`src/rtl/pmeter_pkg.sv`:
```
package pmeter_pkg;

  typedef enum logic [1:0] {
    ST_OFF   = 2'd0,
    ST_OPEN  = 2'd1,
    ST_CLOSE = 2'd2
  } meterState_t;

  typedef struct packed {
    logic clearCnt;
    logic incCnt;
    logic capture;
  } meterStrobe_t;

endpackage

```
`src/rtl/pmeter_ctrl.sv`:
```
module pmeter_ctrl
  import pmeter_pkg::*;
#(
  parameter int NUM_IN = 32,
  parameter int SEL_W  = 5,
  parameter int PRE_W  = 32
) (
  input  logic               clk,
  input  logic               rstN,
  input  logic [NUM_IN-1:0]  sigIn,
  input  logic               enable,
  input  logic               continuous,
  input  logic               polarity,
  input  logic [SEL_W-1:0]   select,
  input  logic [PRE_W-1:0]   prescale,
  output meterStrobe_t       strobe,
  output logic               enableClear
);

  meterState_t state;
  logic sNow, sPrev, enPrev;
  logic [PRE_W-1:0] preCnt;
  logic selBit, activeEdge, tick, inClose;

  // input pick; an index past the input count reads as zero
  always_comb begin
    selBit = 1'b0;
    for (int k = 0; k < NUM_IN; k++) begin
      if (select == SEL_W'(k)) selBit = sigIn[k];
    end
  end

  assign activeEdge = polarity ? (~sPrev & sNow) : (sPrev & ~sNow);
  assign inClose    = (state == ST_CLOSE) && enable;
  assign tick       = inClose && (preCnt >= prescale);

  always_comb begin
    strobe.capture  = inClose && activeEdge;
    strobe.incCnt   = tick;
    strobe.clearCnt = !inClose;
  end

  always_ff @(posedge clk or negedge rstN) begin
    if (!rstN) begin
      sNow        <= 1'b0;
      sPrev       <= 1'b0;
      enPrev      <= 1'b0;
      state       <= ST_OFF;
      preCnt      <= '0;
      enableClear <= 1'b0;
    end else begin
      sNow        <= selBit;
      sPrev       <= sNow;
      enPrev      <= enable;
      enableClear <= 1'b0;
      if (!enable) begin
        state <= ST_OFF;
      end else begin
        unique case (state)
          ST_OFF:   if (!enPrev) state <= ST_OPEN;
          ST_OPEN:  if (activeEdge) state <= ST_CLOSE;
          ST_CLOSE: if (activeEdge && !continuous) begin
                      state       <= ST_OFF;
                      enableClear <= 1'b1;
                    end
          default:  state <= ST_OFF;
        endcase
      end
      // prescaler restarts at every opening and closing edge
      if (inClose && !activeEdge) preCnt <= tick ? '0 : preCnt + 1'b1;
      else                        preCnt <= '0;
    end
  end

  p_off_when_disabled_r8: assert property (@(posedge clk) disable iff (!rstN)
    !enable |=> state == ST_OFF);

  p_clear_single_r6: assert property (@(posedge clk) disable iff (!rstN)
    enableClear |=> !enableClear);

  p_clear_after_oneshot_r6: assert property (@(posedge clk) disable iff (!rstN)
    enableClear |-> ($past(state) == ST_CLOSE) && !$past(continuous));

  p_no_rearm_r3: assert property (@(posedge clk) disable iff (!rstN)
    (state == ST_OFF && enPrev && enable) |=> state == ST_OFF);

  p_no_clear_cont_r7: assert property (@(posedge clk) disable iff (!rstN)
    (continuous && $past(continuous)) |-> !enableClear);

endmodule

```
`src/rtl/pmeter_datapath.sv`:
```
module pmeter_datapath
  import pmeter_pkg::*;
#(
  parameter int CNT_W = 32
) (
  input  logic             clk,
  input  logic             rstN,
  input  meterStrobe_t     strobe,
  output logic [CNT_W-1:0] periodValue,
  output logic             periodValid
);

  localparam logic [CNT_W-1:0] CNT_MAX = '1;

  logic [CNT_W-1:0] cnt;
  logic [CNT_W:0]   sum;
  logic [CNT_W-1:0] satNext;

  assign sum     = {1'b0, cnt} + (CNT_W+1)'(strobe.incCnt);
  assign satNext = sum[CNT_W] ? CNT_MAX : sum[CNT_W-1:0];

  always_ff @(posedge clk or negedge rstN) begin
    if (!rstN) begin
      cnt         <= '0;
      periodValue <= '0;
      periodValid <= 1'b0;
    end else begin
      periodValid <= strobe.capture;
      if (strobe.capture) begin
        periodValue <= satNext;
        cnt         <= '0;
      end else if (strobe.clearCnt) begin
        cnt <= '0;
      end else begin
        cnt <= satNext;
      end
    end
  end

  p_hold_r10: assert property (@(posedge clk) disable iff (!rstN)
    !strobe.capture |=> $stable(periodValue));

  p_valid_pulse_r10: assert property (@(posedge clk) disable iff (!rstN)
    periodValid |=> !periodValid);

  p_saturate_r9: assert property (@(posedge clk) disable iff (!rstN)
    (cnt == CNT_MAX && !strobe.clearCnt && !strobe.capture) |=> cnt == CNT_MAX);

endmodule

```
`src/rtl/period_meter_array.sv`:
```
module period_meter_array
  import pmeter_pkg::*;
#(
  parameter int NUM_CH = 8,
  parameter int NUM_IN = 32,
  parameter int CNT_W  = 32,
  parameter int PRE_W  = 32,
  localparam int SEL_W = (NUM_IN > 1) ? $clog2(NUM_IN) : 1
) (
  input  logic                      clk,
  input  logic                      rstN,
  input  logic [NUM_IN-1:0]         sigIn,
  input  logic [NUM_CH-1:0]         cfgEnable,
  input  logic [NUM_CH-1:0]         cfgContinuous,
  input  logic [NUM_CH-1:0]         cfgPolarity,
  input  logic [NUM_CH*SEL_W-1:0]   cfgSelect,
  input  logic [NUM_CH*PRE_W-1:0]   cfgPrescale,
  output logic [NUM_CH-1:0]         enableClear,
  output logic [NUM_CH-1:0]         periodValid,
  output logic [NUM_CH*CNT_W-1:0]   periodValue
);

  for (genvar i = 0; i < NUM_CH; i++) begin : g_ch
    meterStrobe_t strobe;

    pmeter_ctrl #(.NUM_IN(NUM_IN), .SEL_W(SEL_W), .PRE_W(PRE_W)) u_ctrl (
      .clk         (clk),
      .rstN        (rstN),
      .sigIn       (sigIn),
      .enable      (cfgEnable[i]),
      .continuous  (cfgContinuous[i]),
      .polarity    (cfgPolarity[i]),
      .select      (cfgSelect[i*SEL_W +: SEL_W]),
      .prescale    (cfgPrescale[i*PRE_W +: PRE_W]),
      .strobe      (strobe),
      .enableClear (enableClear[i])
    );

    pmeter_datapath #(.CNT_W(CNT_W)) u_dp (
      .clk         (clk),
      .rstN        (rstN),
      .strobe      (strobe),
      .periodValue (periodValue[i*CNT_W +: CNT_W]),
      .periodValid (periodValid[i])
    );

    p_clear_with_result_r6: assert property (@(posedge clk) disable iff (!rstN)
      enableClear[i] |-> periodValid[i]);
  end

endmodule

```
`config.mk`:
```
export PLATFORM = sky130hd
export DESIGN_NAME = period_meter_array
export DESIGN_NICKNAME = d
export VERILOG_FILES = /design/src/rtl/pmeter_pkg.sv /design/src/rtl/pmeter_ctrl.sv /design/src/rtl/pmeter_datapath.sv /design/src/rtl/period_meter_array.sv
export SDC_FILE = /design/constraint.sdc
export NUM_CORES = 2
export LEC_CHECK = 0
export BUFFER_PORTS_ARGS = -buffer_cell sky130_fd_sc_hd__buf_2
export CAP_MARGIN = 30
export CORE_ASPECT_RATIO = 1.4
export CORE_MARGIN = 1.5
export CORE_UTILIZATION = 35
export CTS_CLUSTER_DIAMETER = 120
export DETAILED_ROUTE_END_ITERATION = 7
export PLACE_DENSITY = 0.65
export SLEW_MARGIN = 25
export SYNTH_ARGS = -nofsm -noshare
export SYNTH_HDL_FRONTEND = slang
export SYNTH_SLANG_ARGS = --single-unit
export TNS_END_PERCENT = 1
```
`constraint.sdc`:
```
create_clock -name clk -period 4.2 [get_ports clk]
set_clock_uncertainty 0.15 [all_clocks]
set_input_delay 0.21 -clock clk [delete_from_list [all_inputs] [get_ports clk]]
set_output_delay 0.21 -clock clk [all_outputs]
set_load 0.05 [all_outputs]
```
Word-level counts from Yosys, hierarchy flattened
Index checks and enable logic that the tools add are counted.
Storage, ports and cells
  word-level logic and storage cells: 864
  register bits: 824
  output and inout port bits: 272
Operators by class
  bitwise gates (word level): 32
  $lt $le $gt $ge: 8
  mux-type cells: 368
  reductions and logical operators: 80
  $add $sub $neg: 16
  eq/ne operators: 288
Operators with widths (number)
  32-bit 2-to-1 mux: 40
  5-bit == test (second input constant): 128
  5-bit by 4-bit == test with 1-bit output (second input constant): 64
  1-bit 2-to-1 mux: 288
  32-bit by 1-bit adder with 33-bit output: 8
  32-bit by 1-bit adder with 32-bit output (second input constant): 8
  32-bit >= comparator: 8
  5-bit by 3-bit == test with 1-bit output (second input constant): 32
  5-bit by 2-bit == test with 1-bit output (second input constant): 16
  2-bit 2-to-1 mux: 32
  3-bit != test (second input constant): 16
  2-bit one-hot mux with 3 select lines: 8
  5-bit by 1-bit == test with 1-bit output (second input constant): 8
  1-bit logical AND: 40
  5-bit logical NOT: 8
  3-bit by 2-bit != test with 1-bit output (second input constant): 8
  3-bit AND reduction: 8
  1-bit bitwise AND: 16
  2-bit by 1-bit == test with 1-bit output (second input constant): 8
  2-bit == test (second input constant): 8
  1-bit logical NOT: 16
  2-bit logical NOT: 8
  1-bit NOT: 16

Logic depth before layout (Yosys ltp)
  depth in word-level cells: 33
  gate-level depth with buffers: 19

Hierarchy
A second synthesis with hierarchy kept.
Second synthesis, totals
  cells, all modules: 5287
  area, all modules: 49716.4 um^2
By module, submodules not included
  pmeter_ctrl (g_ch[0].u_ctrl ...): area each 3164.3 um^2, cells an instance 360, instances 7
  pmeter_datapath (g_ch[0].u_dp ...): area each 3071.7 um^2, cells an instance 300, instances 7
  pmeter_ctrl (g_ch[5].u_ctrl): area each 3103.0 um^2, cells an instance 362, instances 1
  pmeter_datapath (g_ch[7].u_dp): area each 2961.6 um^2, cells an instance 305, instances 1

Worst setup path after synthesis
No wires, ideal clock.
  kind: reg-to-reg
  from: register g_ch[1].u_ctrl.preCnt[11]
  to: register g_ch[1].u_dp.periodValue[18]
  clock period less this slack: 3.801 ns
  required time: 3.973 ns
  buffers on the path: 2
  data arrival time: 3.573 ns
  path slack: 0.399 ns
  library setup time: 0.077 ns
  stages on the path, launching flop included: 17
  path through: dfrtp_1 -> ha_1 -> and4_1 -> o2111ai_1 -> o21bai_1 -> a31oi_1 -> clkbuf_1 -> o21a_1 -> ha_1 -> ha_1 -> inv_1 -> nor4_1 -> nand2_1 -> nor2_1 -> buf_2 -> nor2_1 -> a21oi_1
On the way
  cells in the longest elaborated chain, start to end: 4
RTL lines
  from (decl): line pmeter_ctrl.sv:22  | logic [PRE_W-1:0] preCnt;
  from (signal assigned): line pmeter_ctrl.sv:70  | if (inClose && !activeEdge) preCnt <= tick ? '0 : preCnt + 1'b1;
  32-bit >= comparator: line pmeter_ctrl.sv:35  | assign tick = inClose && (preCnt >= prescale);
  1-bit logical AND: line pmeter_ctrl.sv:35
  32-bit by 1-bit adder with 33-bit output: line pmeter_datapath.sv:19  | assign sum = {1'b0, cnt} + (CNT_W+1)'(strobe.incCnt);
  32-bit 2-to-1 mux: line pmeter_datapath.sv:20  | assign satNext = sum[CNT_W] ? CNT_MAX : sum[CNT_W-1:0];
  to (signal assigned): line pmeter_datapath.sv:30  | periodValue <= satNext;
  to (decl): line pmeter_datapath.sv:9  | output logic [CNT_W-1:0] periodValue,
No other way between the ends.
A chain may end at the register's enable or synchronous reset.

Final worst setup path
  from: register g_ch[7].u_ctrl.preCnt[21]
  to: register g_ch[7].u_dp.periodValue[26]
On the way
  cells in the longest elaborated chain, start to end: 4
RTL lines (line)
  from (decl): pmeter_ctrl.sv:22
  from (signal assigned): pmeter_ctrl.sv:70
  32-bit >= comparator: pmeter_ctrl.sv:35
  1-bit logical AND: pmeter_ctrl.sv:35
  32-bit by 1-bit adder with 33-bit output: pmeter_datapath.sv:19
  32-bit 2-to-1 mux: pmeter_datapath.sv:20
  to (signal assigned): pmeter_datapath.sv:30
  to (decl): pmeter_datapath.sv:9
No other way between the ends.

==> impl_metrics.yaml <==
yosys:
  ys_warn_count: 0
  syn_area_mm2: 0.04706
  ys_ff_latch: 824
  synth.avg_cell_area_um2: 8.927
  synth_edf_count: 0
  synth_area_leaders: "dfrtp_1 (44%), ha_1 (7.4%), nor2_1 (6.0%)"
  syn-num-nets: 5906
  yosysTopAreaCell: "dfrtp_1"
  synth_cell_type_count: 87
  yosysMostFrequentCell: "dfrtp_1"
  synthCells: 5272
  synth_common_cells: "dfrtp_1 (824), nor2_1 (752), nand2_1 (471), inv_1 (326), o21ai_0 (303)"
  yosys_most_used_dff: "dfrtp_1"
  synth.yosys.seq_area_share: 0.4381
  synthArstFlopShare: 1.000
  netlist.area_leader.share: 0.4381
global_route:
  grt_util_all_layers: 0.2060
  grt_pass1_vias: 40410
  grt_antenna_before_repair: 13
  grt_max_degree: 98
  grt-ovfl-total: 0
  grt_pass1_wl_mm: 224.6
timing:
  max_slew_margin: 0.4087
  worst_pin_slew_ns: 0.8869
  finalCritPeriodShare: 0.9584
  finalSetupViolCount: 0
  max_freq_mhz: 248.4
  rsz0062_at_grt: "yes"
  drv_slew: 0
  period_minus_slack_ns: 4.025
  hold_viol_final: 0
  hold_slack_ns: 0.03965
route:
  drt-met1-wl_mm: 57.08
  drt_iter0_markers: 2986
  num_vias: 40890
  wl_met2_mm: 70.06
  wl_per_cell_um: 18.56
  ant_nets: 0
  routed.top_layer: "met5"
  first_pass_iters: 6
  drcViolationCount: 0
  wl_met3_mm: 10.72
  routed_wirelength_mm: 144.0
  vias_per_cell: 5.271
clocking:
  cts_max_level: 3
  cts_sinks: 824
  clk-insertion-delay-late_ns: 0.70
  clockBufferDepth: 3
  clk_pin_slew_ns: 0.06
  cts_buffers: 88
  clockRootBuffer: "clkbuf_16"
  cts_tree: "yes"
worst_setup_path:
  r2r_start: "g_ch[7].u_ctrl.preCnt[21]"
  r2r_setup_slack_ns: 0.17
  worstPathArrival_ns: 4.43
  critPathRequiredTime_ns: 4.60
  critPathLaunch: "g_ch[7].u_ctrl.preCnt[21]"
  worstPathMaxFanout: 5
  startpoint_type: "flop"
  crit_end: "g_ch[7].u_dp.periodValue[26]"
  worstSetupEndpointType: "flop"
  r2r_cells: 18
  worstSetupPathType: "flop to flop"
  r2r_end: "g_ch[7].u_dp.periodValue[26]"
floorplan:
  fp-row-count: 159
  io_pins: 626
  die_x_um: 312.9
  initial_core_util: 0.3520
  core_area_mm2: 0.1337
  dieArea_mm2: 0.1367
  die_height_um: 436.9
power:
  power_density_mw_per_mm2: 332.8
  total_leakage_power_uw: 0.02639
  peakVddDrop_v: 0.0003079
run:
  max-cap-violations: 0
cells_and_area:
  multi_input_area_mm2: 0.02430
  nets: 6545
  final_area_mm2: 0.05620
  regArea_mm2: 0.02062
  drive_gt1_frac: 0.1649
  num-fill-cells: 13180
  syn_to_final_growth_pct: 19.41
placed_design:
  portBuffers: 625
  place.gp.congestion: 0.9571
  placed_area_mm2: 0.05249
  dp_hpwl_mm: 108.6
hold_path:
  min_path_type: "input pin to async pin"
status:
  status: "finished clean"
==> how the worst min path moves through the flow <==
| stage | from | endpoint | slack [ns] | cells after the start |
|---|---|---|---|---|
| 4_1_cts | cfgSelect[23] | g_ch[4].u_ctrl.sNow | 0.002 | 5 |
| 2_1_floorplan | rstN | g_ch[0].u_ctrl.enPrev | -0.24 | 0 |
| 3_3_place_gp | rstN | g_ch[5].u_ctrl.preCnt[13] | 0.17 | 1 |
| 5_1_grt | rstN | g_ch[6].u_dp.periodValue[25] | 0.07 | 2 |
| 6_report | rstN | g_ch[6].u_dp.periodValue[25] | 0.04 | 2 |
| 3_5_place_dp | rstN | g_ch[5].u_ctrl.preCnt[13] | 0.18 | 1 |
==> per-layer routing <==
layer  vias up  track usage
met5         -            0
met4        10      0.09031
met3       277      0.05153
met2      1165       0.3529
met1     19790       0.2424
li1      19640            -
==> worst max-delay path, stage by stage, from the launching register on <==
cell and delay [ns]:
dfrtp_1 0.43, ha_1 0.22, or4_1 0.58, a211o_1 0.26, o2111ai_1 0.17, o311ai_4 0.17
buf_4 0.17, o21a_1 0.20, buf_12 0.14, ha_1 0.20, ha_1 0.19, inv_1 0.07
or2_0 0.15, buf_4 0.16, nor4_1 0.05, buf_4 0.15, nand3_1 0.09, mux2i_1 0.24
o21ai_0 0.10
==> registers in the layout, indices dropped and copies added, names as in the netlist <==
register / flops
g_ch.u_dp.cnt: 256
g_ch.u_ctrl.preCnt: 256
g_ch.u_ctrl.enPrev: 8
g_ch.u_ctrl.sNow: 8
g_ch.u_dp.periodValue: 256
g_ch.u_dp.periodValid: 8
g_ch.u_ctrl.state: 16
g_ch.u_ctrl.sPrev: 8
g_ch.u_ctrl.enableClear: 8
==> area by class of cell <==
| class | instances | area share |
|---|---|---|
| clock buffer | 118 | 0.04429 |
| tap | 1771 | 0.03943 |
| inverter | 328 | 0.02191 |
| sequential | 824 | 0.3670 |
| timing repair buffer | 800 | 0.08430 |
| clock inverter | 39 | 0.01031 |
| multi-input combinational | 3869 | 0.4324 |
| antenna | 8 | 0.0003562 |
==> cells in the final DEF (no fill, tap or decap), types with 11 or more instances in the layout <==
cell type	instances
dfrtp_1	820
nor2_1	748
buf_2	624
nand2_1	469
inv_1	326
o21ai_0	301
ha_1	276
nand3_1	253
xor2_1	228
xnor2_1	191
a21oi_1	183
nand4_1	168
nor3_1	140
buf_4	112
nor4_1	111
and3_1	105
clkbuf_16	91
and4_1	64
mux2i_1	52
nand2b_1	44
dlygate4sd3_1	44
a31oi_1	41
nor2b_1	36
nor3b_1	35
a211oi_1	32
o21a_1	32
o211ai_1	30
and2_1	26
a21o_1	21
o22ai_1	19
or3_1	17
clkbuf_1	16
mux4_2	15
clkinv_2	13
o21ai_1	12
bufinv_16	12
or2_2	11
clkbuf_8	11
buf_12	11
==> per-stage QoR <==
step	setup slack (ns)	TNS, ns	power (uW)	std cells	utilization
floorplan	0.3994	0	9572	5272	-
global placement	-0.06799	-1.689	10440	7540	0.3923
finish	0.1745	0	18700	7757	0.4203
CTS	0.01963	0	18970	7743	0.4189
detailed placement	-0.1255	-3.766	10470	7542	0.3926
global route	-0.07443	-0.6230	19460	7754	0.4203
==> cells by family (layout without fill, tap and decap cells) <==
kind of cell / after synthesis / after routing / synth area share
fa+ha+maj: 280 / 280 / 0.07444
flops: 824 / 824 / 0.4381
buf+inv: 579 / 1285 / 0.04871
mux: 77 / 77 / 0.02063
other cells: 0 / 8 / 0
xor+xnor: 419 / 419 / 0.07798
compound gates: 799 / 799 / 0.1028
simple gates: 2294 / 2294 / 0.2373
==> repair_timing <==
| action | in CTS | in global routing |
|---|---|---|
| setup buffers | 0 | 2 |
| hold endpoints to repair | 210 | 0 |
| resized for setup | 2 | 29 |
| hold buffers | 44 | 0 |
| setup endpoints to repair | 58 | 236 |
| pin swaps | 0 | 7 |
==> report_power, final <==
| group | internal (uW) | total (uW) | switching [uW] |
|---|---|---|---|
| clock | 4920 | 8350 | 3430 |
| sequential | 8130 | 8250 | 122 |
| combinational | 619 | 2100 | 1480 |
| total | 13700 | 18700 | 5030 |
No activity file was read; power rests on OpenSTA's default activity.
